### config.mk
export PLATFORM = sky130hd
export DESIGN_NAME = dmem_addr_remap
export DESIGN_NICKNAME = d
export VERILOG_FILES = /design/src/rtl/dmem_remap_pkg.sv /design/src/rtl/bank_direct_path.sv /design/src/rtl/window_offset_adder.sv /design/src/rtl/access_map_path.sv /design/src/rtl/addr_out_reg.sv /design/src/rtl/dmem_addr_remap.sv
export SDC_FILE = /design/constraint.sdc
export NUM_CORES = 1
export LEC_CHECK = 0
export BUFFER_PORTS_ARGS = -buffer_cell sky130_fd_sc_hd__buf_2
export CAP_MARGIN = 20
export CORE_ASPECT_RATIO = 1.75
export CORE_MARGIN = 3
export CORE_UTILIZATION = 54
export CTS_CLUSTER_SIZE = 20
export DETAILED_ROUTE_END_ITERATION = 8
export GPL_ROUTABILITY_DRIVEN = 1
export GPL_TIMING_DRIVEN = 0
export HOLD_SLACK_MARGIN = 0.12
export PLACE_DENSITY_LB_ADDON = 0.25
export SETUP_SLACK_MARGIN = 0.02
export SYNTH_ARGS = -nofsm -noshare
export SYNTH_HDL_FRONTEND = slang
export SYNTH_HIERARCHICAL = 1
export SYNTH_SLANG_ARGS = --single-unit
### constraint.sdc
create_clock -name clk -period 2.8 [get_ports clk]
set_input_delay 0.42 -clock clk [delete_from_list [all_inputs] [get_ports clk]]
set_output_delay 0.42 -clock clk [all_outputs]
set_load 0.03 [all_outputs]
### src/rtl/dmem_remap_pkg.sv
package dmem_remap_pkg;

  localparam int unsigned DEF_ADDR_W   = 12;
  localparam int unsigned DEF_OPND_W   = 8;
  localparam int unsigned DEF_WIN_SPAN = 96;

  typedef enum logic [1:0] {
    PATH_BANKED = 2'd0,
    PATH_LOW0   = 2'd1,
    PATH_WINDOW = 2'd2,
    PATH_SFR    = 2'd3
  } path_sel_e;

endpackage

### src/rtl/bank_direct_path.sv
module bank_direct_path #(
  parameter int unsigned ADDR_W = 12,
  parameter int unsigned OPND_W = 8,
  localparam int unsigned BANK_W = ADDR_W - OPND_W
) (
  input  logic [BANK_W-1:0] bank_i,
  input  logic [OPND_W-1:0] opnd_i,
  output logic [ADDR_W-1:0] addr_o
);

  assign addr_o = {bank_i, opnd_i};

endmodule

### src/rtl/window_offset_adder.sv
module window_offset_adder #(
  parameter int unsigned ADDR_W = 12,
  parameter int unsigned OPND_W = 8
) (
  input  logic [ADDR_W-1:0] base_i,
  input  logic [OPND_W-1:0] offs_i,
  output logic [ADDR_W-1:0] sum_o
);

  logic [ADDR_W-1:0] offs_ext;

  generate
    if (OPND_W < ADDR_W) begin : g_extend
      assign offs_ext = {{(ADDR_W-OPND_W){1'b0}}, offs_i};
    end else begin : g_trunc
      assign offs_ext = offs_i[ADDR_W-1:0];
    end
  endgenerate

  // carry out of the top bit is dropped: modulo 2**ADDR_W
  assign sum_o = base_i + offs_ext;

endmodule

### src/rtl/access_map_path.sv
module access_map_path #(
  parameter int unsigned ADDR_W = 12,
  parameter int unsigned OPND_W = 8,
  localparam int unsigned HI_W = ADDR_W - OPND_W
) (
  input  logic [OPND_W-1:0] opnd_i,
  output logic [ADDR_W-1:0] low0_addr_o,
  output logic [ADDR_W-1:0] sfr_addr_o
);

  localparam logic [HI_W-1:0] BANK_ZERO = '0;
  localparam logic [HI_W-1:0] BANK_TOP  = '1;

  assign low0_addr_o = {BANK_ZERO, opnd_i};
  assign sfr_addr_o  = {BANK_TOP, opnd_i};

endmodule

### src/rtl/addr_out_reg.sv
module addr_out_reg #(
  parameter int unsigned WIDTH = 12
) (
  input  logic             clk,
  input  logic             rst,
  input  logic [WIDTH-1:0] d_i,
  output logic [WIDTH-1:0] q_o
);

  always_ff @(posedge clk) begin
    if (rst) q_o <= '0;
    else     q_o <= d_i;
  end

endmodule

### src/rtl/dmem_addr_remap.sv
module dmem_addr_remap
  import dmem_remap_pkg::*;
#(
  parameter int unsigned ADDR_W   = DEF_ADDR_W,
  parameter int unsigned OPND_W   = DEF_OPND_W,
  parameter int unsigned WIN_SPAN = DEF_WIN_SPAN,
  localparam int unsigned BANK_W  = ADDR_W - OPND_W
) (
  input  logic              clk,
  input  logic              rst,
  input  logic [OPND_W-1:0] opnd_i,
  input  logic              acc_bank_i,
  input  logic [BANK_W-1:0] bsr_i,
  input  logic [ADDR_W-1:0] ptr_i,
  input  logic              ext_en_i,
  input  logic              ind_op_i,
  output logic [ADDR_W-1:0] phys_addr_o,
  output logic              ind_bypass_o
);

  localparam logic [OPND_W-1:0] SPAN_LIM = OPND_W'(WIN_SPAN);

  logic [ADDR_W-1:0] banked_addr;
  logic [ADDR_W-1:0] low0_addr;
  logic [ADDR_W-1:0] sfr_addr;
  logic [ADDR_W-1:0] win_addr;
  logic [ADDR_W-1:0] next_addr;
  path_sel_e         path_sel;

  bank_direct_path #(.ADDR_W(ADDR_W), .OPND_W(OPND_W)) i_banked (
    .bank_i (bsr_i),
    .opnd_i (opnd_i),
    .addr_o (banked_addr)
  );

  access_map_path #(.ADDR_W(ADDR_W), .OPND_W(OPND_W)) i_amap (
    .opnd_i      (opnd_i),
    .low0_addr_o (low0_addr),
    .sfr_addr_o  (sfr_addr)
  );

  window_offset_adder #(.ADDR_W(ADDR_W), .OPND_W(OPND_W)) i_win (
    .base_i (ptr_i),
    .offs_i (opnd_i),
    .sum_o  (win_addr)
  );

  // path choice: bank select first, then the SFR half, then window vs bank 0
  always_comb begin
    if (acc_bank_i)                path_sel = PATH_BANKED;
    else if (opnd_i >= SPAN_LIM)   path_sel = PATH_SFR;
    else if (ext_en_i && !ind_op_i) path_sel = PATH_WINDOW;
    else                           path_sel = PATH_LOW0;
  end

  always_comb begin
    unique case (path_sel)
      PATH_BANKED: next_addr = banked_addr;
      PATH_SFR:    next_addr = sfr_addr;
      PATH_WINDOW: next_addr = win_addr;
      default:     next_addr = low0_addr;
    endcase
  end

  addr_out_reg #(.WIDTH(ADDR_W + 1)) i_oreg (
    .clk (clk),
    .rst (rst),
    .d_i ({ind_op_i, next_addr}),
    .q_o ({ind_bypass_o, phys_addr_o})
  );

endmodule

# Word-level counts from Yosys, hierarchy flattened
# Cells that the tools add are included.
dict set report op_classes {
  mux 4
  n_eq_ne 2
  magnitude_cmp 1
  n_reduce_logical 3
  addsub 1
}
# cell n
set op_table {}
lappend op_table {{one-hot mux 12 bit (3 select lines)} 1}
lappend op_table {{adder 12 x 8 -> 12 bit} 1}
lappend op_table {{>= comparator 8 x 7 -> 1 bit, second input constant} 1}
lappend op_table {{two-way mux 2 bit} 3}
lappend op_table {{== test 2 bit, second input constant} 2}
lappend op_table {{logical NOT 2 bit} 1}
lappend op_table {{logical AND 1 bit} 1}
lappend op_table {{logical NOT 1 bit} 1}
dict set report word_totals {
  out_inout_bits 13
  input_bits 29
  regBits 13
  elab_cells 12
}

# Longest topological paths before layout
dict set report logic_depth {
  depth_word 7
  ltp_mapped 9
}

# Modules after synthesis
# The synthesis kept the hierarchy.
# module seq_area_each_um2 area_each_um2 cells_each n_inst
set modules_own_cells {}
lappend modules_own_cells {window_offset_adder 0.0 516.7 69 1}
lappend modules_own_cells {dmem_addr_remap 0.0 447.9 55 1}
lappend modules_own_cells {addr_out_reg 260.2 395.4 27 1}
lappend modules_own_cells {access_map_path 0.0 187.7 26 1}
lappend modules_own_cells {bank_direct_path 0.0 90.1 12 1}

# Worst setup path before layout
# OpenSTA, ideal clock, no wires.
dict set report synth_path {
  kind {input to register}
  startpoint {input port ptr_i[0]}
  endpoint {register i_oreg.q_o[8]}
  setup_slack_ns 0.558
  t_arrival_ns 2.180
  t_required_ns 2.738
  path_buffers 0
  stages 9
  cell_sequence {ha_1 -> fa_1 -> a211oi_2 -> o21ai_2 -> a2111oi_2 -> nand4b_1 -> mux2i_1 -> a21oi_2 -> nor2b_2}
}
dict set report synth_via {
  elab_chain_cells 2
}
# item line
set synth_lines {}
lappend synth_lines {{start: declaration} dmem_addr_remap.sv:14} ;# input logic [ADDR_W-1:0] ptr_i,
lappend synth_lines {{adder 12 x 8 -> 12 bit} window_offset_adder.sv:21} ;# assign sum_o = base_i + offs_ext;
lappend synth_lines {{via win_addr[8]} dmem_addr_remap.sv:26} ;# logic [ADDR_W-1:0] win_addr;
lappend synth_lines {{one-hot mux 12 bit (3 select lines)} dmem_addr_remap.sv:57} ;# unique case (path_sel)
lappend synth_lines {{via next_addr[8]} dmem_addr_remap.sv:27} ;# logic [ADDR_W-1:0] next_addr;
lappend synth_lines {{end signal: assignment} addr_out_reg.sv:12} ;# else q_o <= d_i;
lappend synth_lines {{end: declaration} addr_out_reg.sv:7} ;# output logic [WIDTH-1:0] q_o
# The timed path passes the listed nets, and every way through them passes these cells.
# A chain may end at the register's enable or synchronous reset.

# Worst setup path in the final report
dict set report layout_path {
  startpoint {input port opnd_i[0]}
  endpoint {register i_oreg.q_o[8]}
}
dict set report layout_via {
  elab_cells_between_ends 8
  classes_between {1 x add/sub; 1 x order compare; 2 x eq/ne; 3 x mux; 1 x reduce/logical}
}
# item line
set layout_lines {}
lappend layout_lines {{start: declaration} dmem_addr_remap.sv:11} ;# input logic [OPND_W-1:0] opnd_i,
lappend layout_lines {{adder 12 x 8 -> 12 bit} window_offset_adder.sv:21}
lappend layout_lines {{via win_addr[8]} dmem_addr_remap.sv:26}
lappend layout_lines {{one-hot mux 12 bit (3 select lines)} dmem_addr_remap.sv:57}
lappend layout_lines {{via next_addr[8]} dmem_addr_remap.sv:27}
# The timed path passes the listed nets, and every way through them passes these cells.

==> flow_summary.yaml <==
status:
  status: "finished, final reports clean"
synthesis:
  synth_edf_count: 0
  synth_simple_gate_area_share_pct: 20.17
  synth.avg_cell_area_um2: 8.666
  synth_area_mm2: 0.001638
  synth_xor_area_share_pct: 3.209
  yosysWarnings: 6
  synth_compound_area_share_pct: 24.29
  synth_cells: 189
  synth_cell_types: 44
  ys_seq_area_share_pct: 15.89
  synth.area.mux_share_pct: 7.334
  ys_async_sr_fraction_pct: 0
  ys_ff_latch: 13
  synth_fa_ha_area_share_pct: 7.334
  synth_top_family_by_area: "compound AO/OA/AOI/OAI gates"
  synth_flop_cell: "dfxtp_1"
floorplanning:
  fp.dieW_um: 47.63
  die_h_um: 78.86
  fp.dieArea_mm2: 0.003756
  num_rows: 25
  io_pins: 42
  core_mm2: 0.002815
  start_util_pct: 58.18
detailed_routing:
  ant_nets: 0
  vias: 1330
  drc: 0
  drt_iter0_drc: 14
  firstDrtPassIters: 4
  wire_per_inst_um: 11.69
  via_per_inst: 5.057
  totalWireLength_mm: 3.074
clock_network:
  post_cts_buffers: 0
  cts-resized-gates: 0
  root_buffer: "clkbuf_8"
  holdBufCountCts: 0
  cts_htree_levels: 1
  cts_tree: "yes"
  cts_made_buffers: 3
  cts.reportedPaths.clkPinSlew_ps: 50
  clockBufferDepth: 2
  clkSinkCount: 13
critical_path:
  critPathRequiredTime_ps: 2970
  critPathArrivalTime_ps: 2490
  endpoint_kind: "register"
  cp_top_family: "compound AO/OA/AOI/OAI gates"
  critPathBufInv: 1
  cp_max_fo: 4
  slowest_stage: "fa_1"
  critical_path.max_stage_delay_ps: 440
  path_class: "primary input to register"
  worstPathCellList: "buf_2 > ha_1 > fa_1 > a211oi_2 > o21ai_2 > a2111oi_2 > nand4b_1 > mux2i_1 > a21oi_2 > nor2b_2"
  critPathLaunchType: "primary input"
timing:
  hold_viol: 0
  setup_tns_ps: 0
  rsz0062_at_grt: "no"
  maxSlewViolCount: 0
  finalSetupViolations: 0
  fin_crit_sh_pct: 82.80
  max_freq_mhz: 431.3
  fin_hold_ws_ps: 423.2
  layout_min_cycle_time_ps: 2318
layout:
  drive_above_1_share_pct: 48.31
  largest_reg_flops: 13
  stdcell_count: 263
  fin_area_mm2: 0.001924
  reg.largest.list: "i_oreg/q_o: 13 flops"
  diodes: 0
  nets: 275
  final_util_pct: 68.36
  syn_to_final_growth_pct: 17.49
  regMostFlops: "i_oreg/q_o"
min_path:
  hp-class: "primary input to register"
place:
  place_area_mm2: 0.001879
  dp_cells: 259
  place.gp.congestion: 0.7884
  port_buffers: 37
  dpl.hpwl_mm: 2.595
global_routing:
  antenna_found_initial: 0
  grt_use_met1_pct: 20.38
  grt_pass1_wl_mm: 5.271
  grt_util_all_layers_pct: 17.98
  grt_overflow: 0
  grt_start_max_net_pins: 11
  grt-busiest-layer: "met2"
  grtUsageMet2_pct: 32.39
  use_met3_pct: 0.2268
  grt_pass1_vias: 1337
power_and_ir_drop:
  ir_drop_mv: 0.2055
  powerDensity_mw_per_mm2: 350.4
  p_leak_nw: 0.9767
job:
  max_cap_violations: 0
==> power by group <==
group | switching, W | total, W | internal (W)
registers | 0.00000246 | 0.000203 | 0.000200
clock network | 0.0000567 | 0.000156 | 0.0000997
logic | 0.000163 | 0.000315 | 0.000153
total | 0.000222 | 0.000674 | 0.000453
==> metal layers <==
metal	vias to the layer above	wire length, um
met1	568	1259
met4	0	68
met3	6	106
met2	35	1640
met5	-	0
li1	721	-
==> path summary, 6_finish.rpt <==
| path | cells past startpoint | endpoint | slack (ps) | start |
|---|---|---|---|---|
| worst max-delay path | 10 | i_oreg/q_o[8] | 480 | opnd_i[0] |
| worst min-delay path | 2 | i_oreg/q_o[12] | 420 | ind_op_i |
==> through the flow <==
step / power [W] / setup slack (ps)
floorplan: 0.0004503 / 558.4
global placement: 0.0005181 / 271.4
detailed placement: 0.0005223 / 235.5
CTS: 0.0006819 / 462.9
global route: 0.0007258 / 344.6
finish: 0.0006743 / 481.7
==> cell usage in the layout (no fill, tap or decap), drive strengths merged <==
| cell type | netlist | layout |
|---|---|---|
| a2111oi | 1 | 1 |
| and3 | 3 | 3 |
| a31oi | 2 | 2 |
| xnor2 | 5 | 5 |
| nand2 | 7 | 7 |
| nand4 | 2 | 2 |
| conb | 2 | 8 |
| a21o | 2 | 2 |
| nand4b | 1 | 1 |
| nor2b | 18 | 18 |
| o311ai | 1 | 1 |
| a211o | 1 | 1 |
| nor3b | 1 | 1 |
| a311o | 1 | 1 |
| nand2b | 1 | 1 |
| or3 | 1 | 1 |
| buf | 42 | 79 |
| and2b | 7 | 7 |
| o21ai | 5 | 5 |
| inv | 4 | 4 |
| dfxtp | 13 | 13 |
| clkbuf | 1 | 5 |
| a211oi | 17 | 17 |
| ha | 8 | 8 |
| a21oi | 17 | 17 |
| nand3 | 3 | 3 |
| nor3 | 1 | 1 |
| xor2 | 1 | 1 |
| o21bai | 2 | 2 |
| o211ai | 1 | 1 |
| fa | 1 | 1 |
| mux2i | 12 | 12 |
| nor2 | 5 | 5 |
==> cell type report <==
type / count / area, um^2
Timing Repair Buffer: 37 / 185.2
Sequential cell: 13 / 260.3
Buffer: 43 / 334.1
Fill cell: 262 / 890.9
Clock buffer: 4 / 45.04
Multi-Input combinational cell: 135 / 1051
Tap cell: 27 / 33.78
Inverter: 4 / 15.01
==> synth_stat cells, types with 4 or more instances <==
cell type | instances | area [um^2]
a21oi_1 | 9 | 45.04
a21oi_2 | 8 | 70.07
mux2i_1 | 12 | 120.1
and2b_1 | 4 | 30.03
ha_1 | 8 | 100.1
xnor2_1 | 5 | 43.79
nor2b_2 | 8 | 70.07
nand2_1 | 7 | 26.28
dfxtp_1 | 13 | 260.3
inv_1 | 4 | 15.01
nor2_1 | 5 | 18.77
a211oi_1 | 14 | 105.1
nor2b_1 | 8 | 50.05
buf_4 | 39 | 292.8
==> logic make-up after synthesis <==
| kind of cell | Yosys count |
|---|---|
| mux | 12 |
| buf+inv | 47 |
| flops | 13 |
| fa+ha+maj | 9 |
| other cells | 2 |
| compound gates | 50 |
| xor+xnor | 6 |
| simple gates | 50 |
Note: power is estimated with default switching activity, not from simulation.
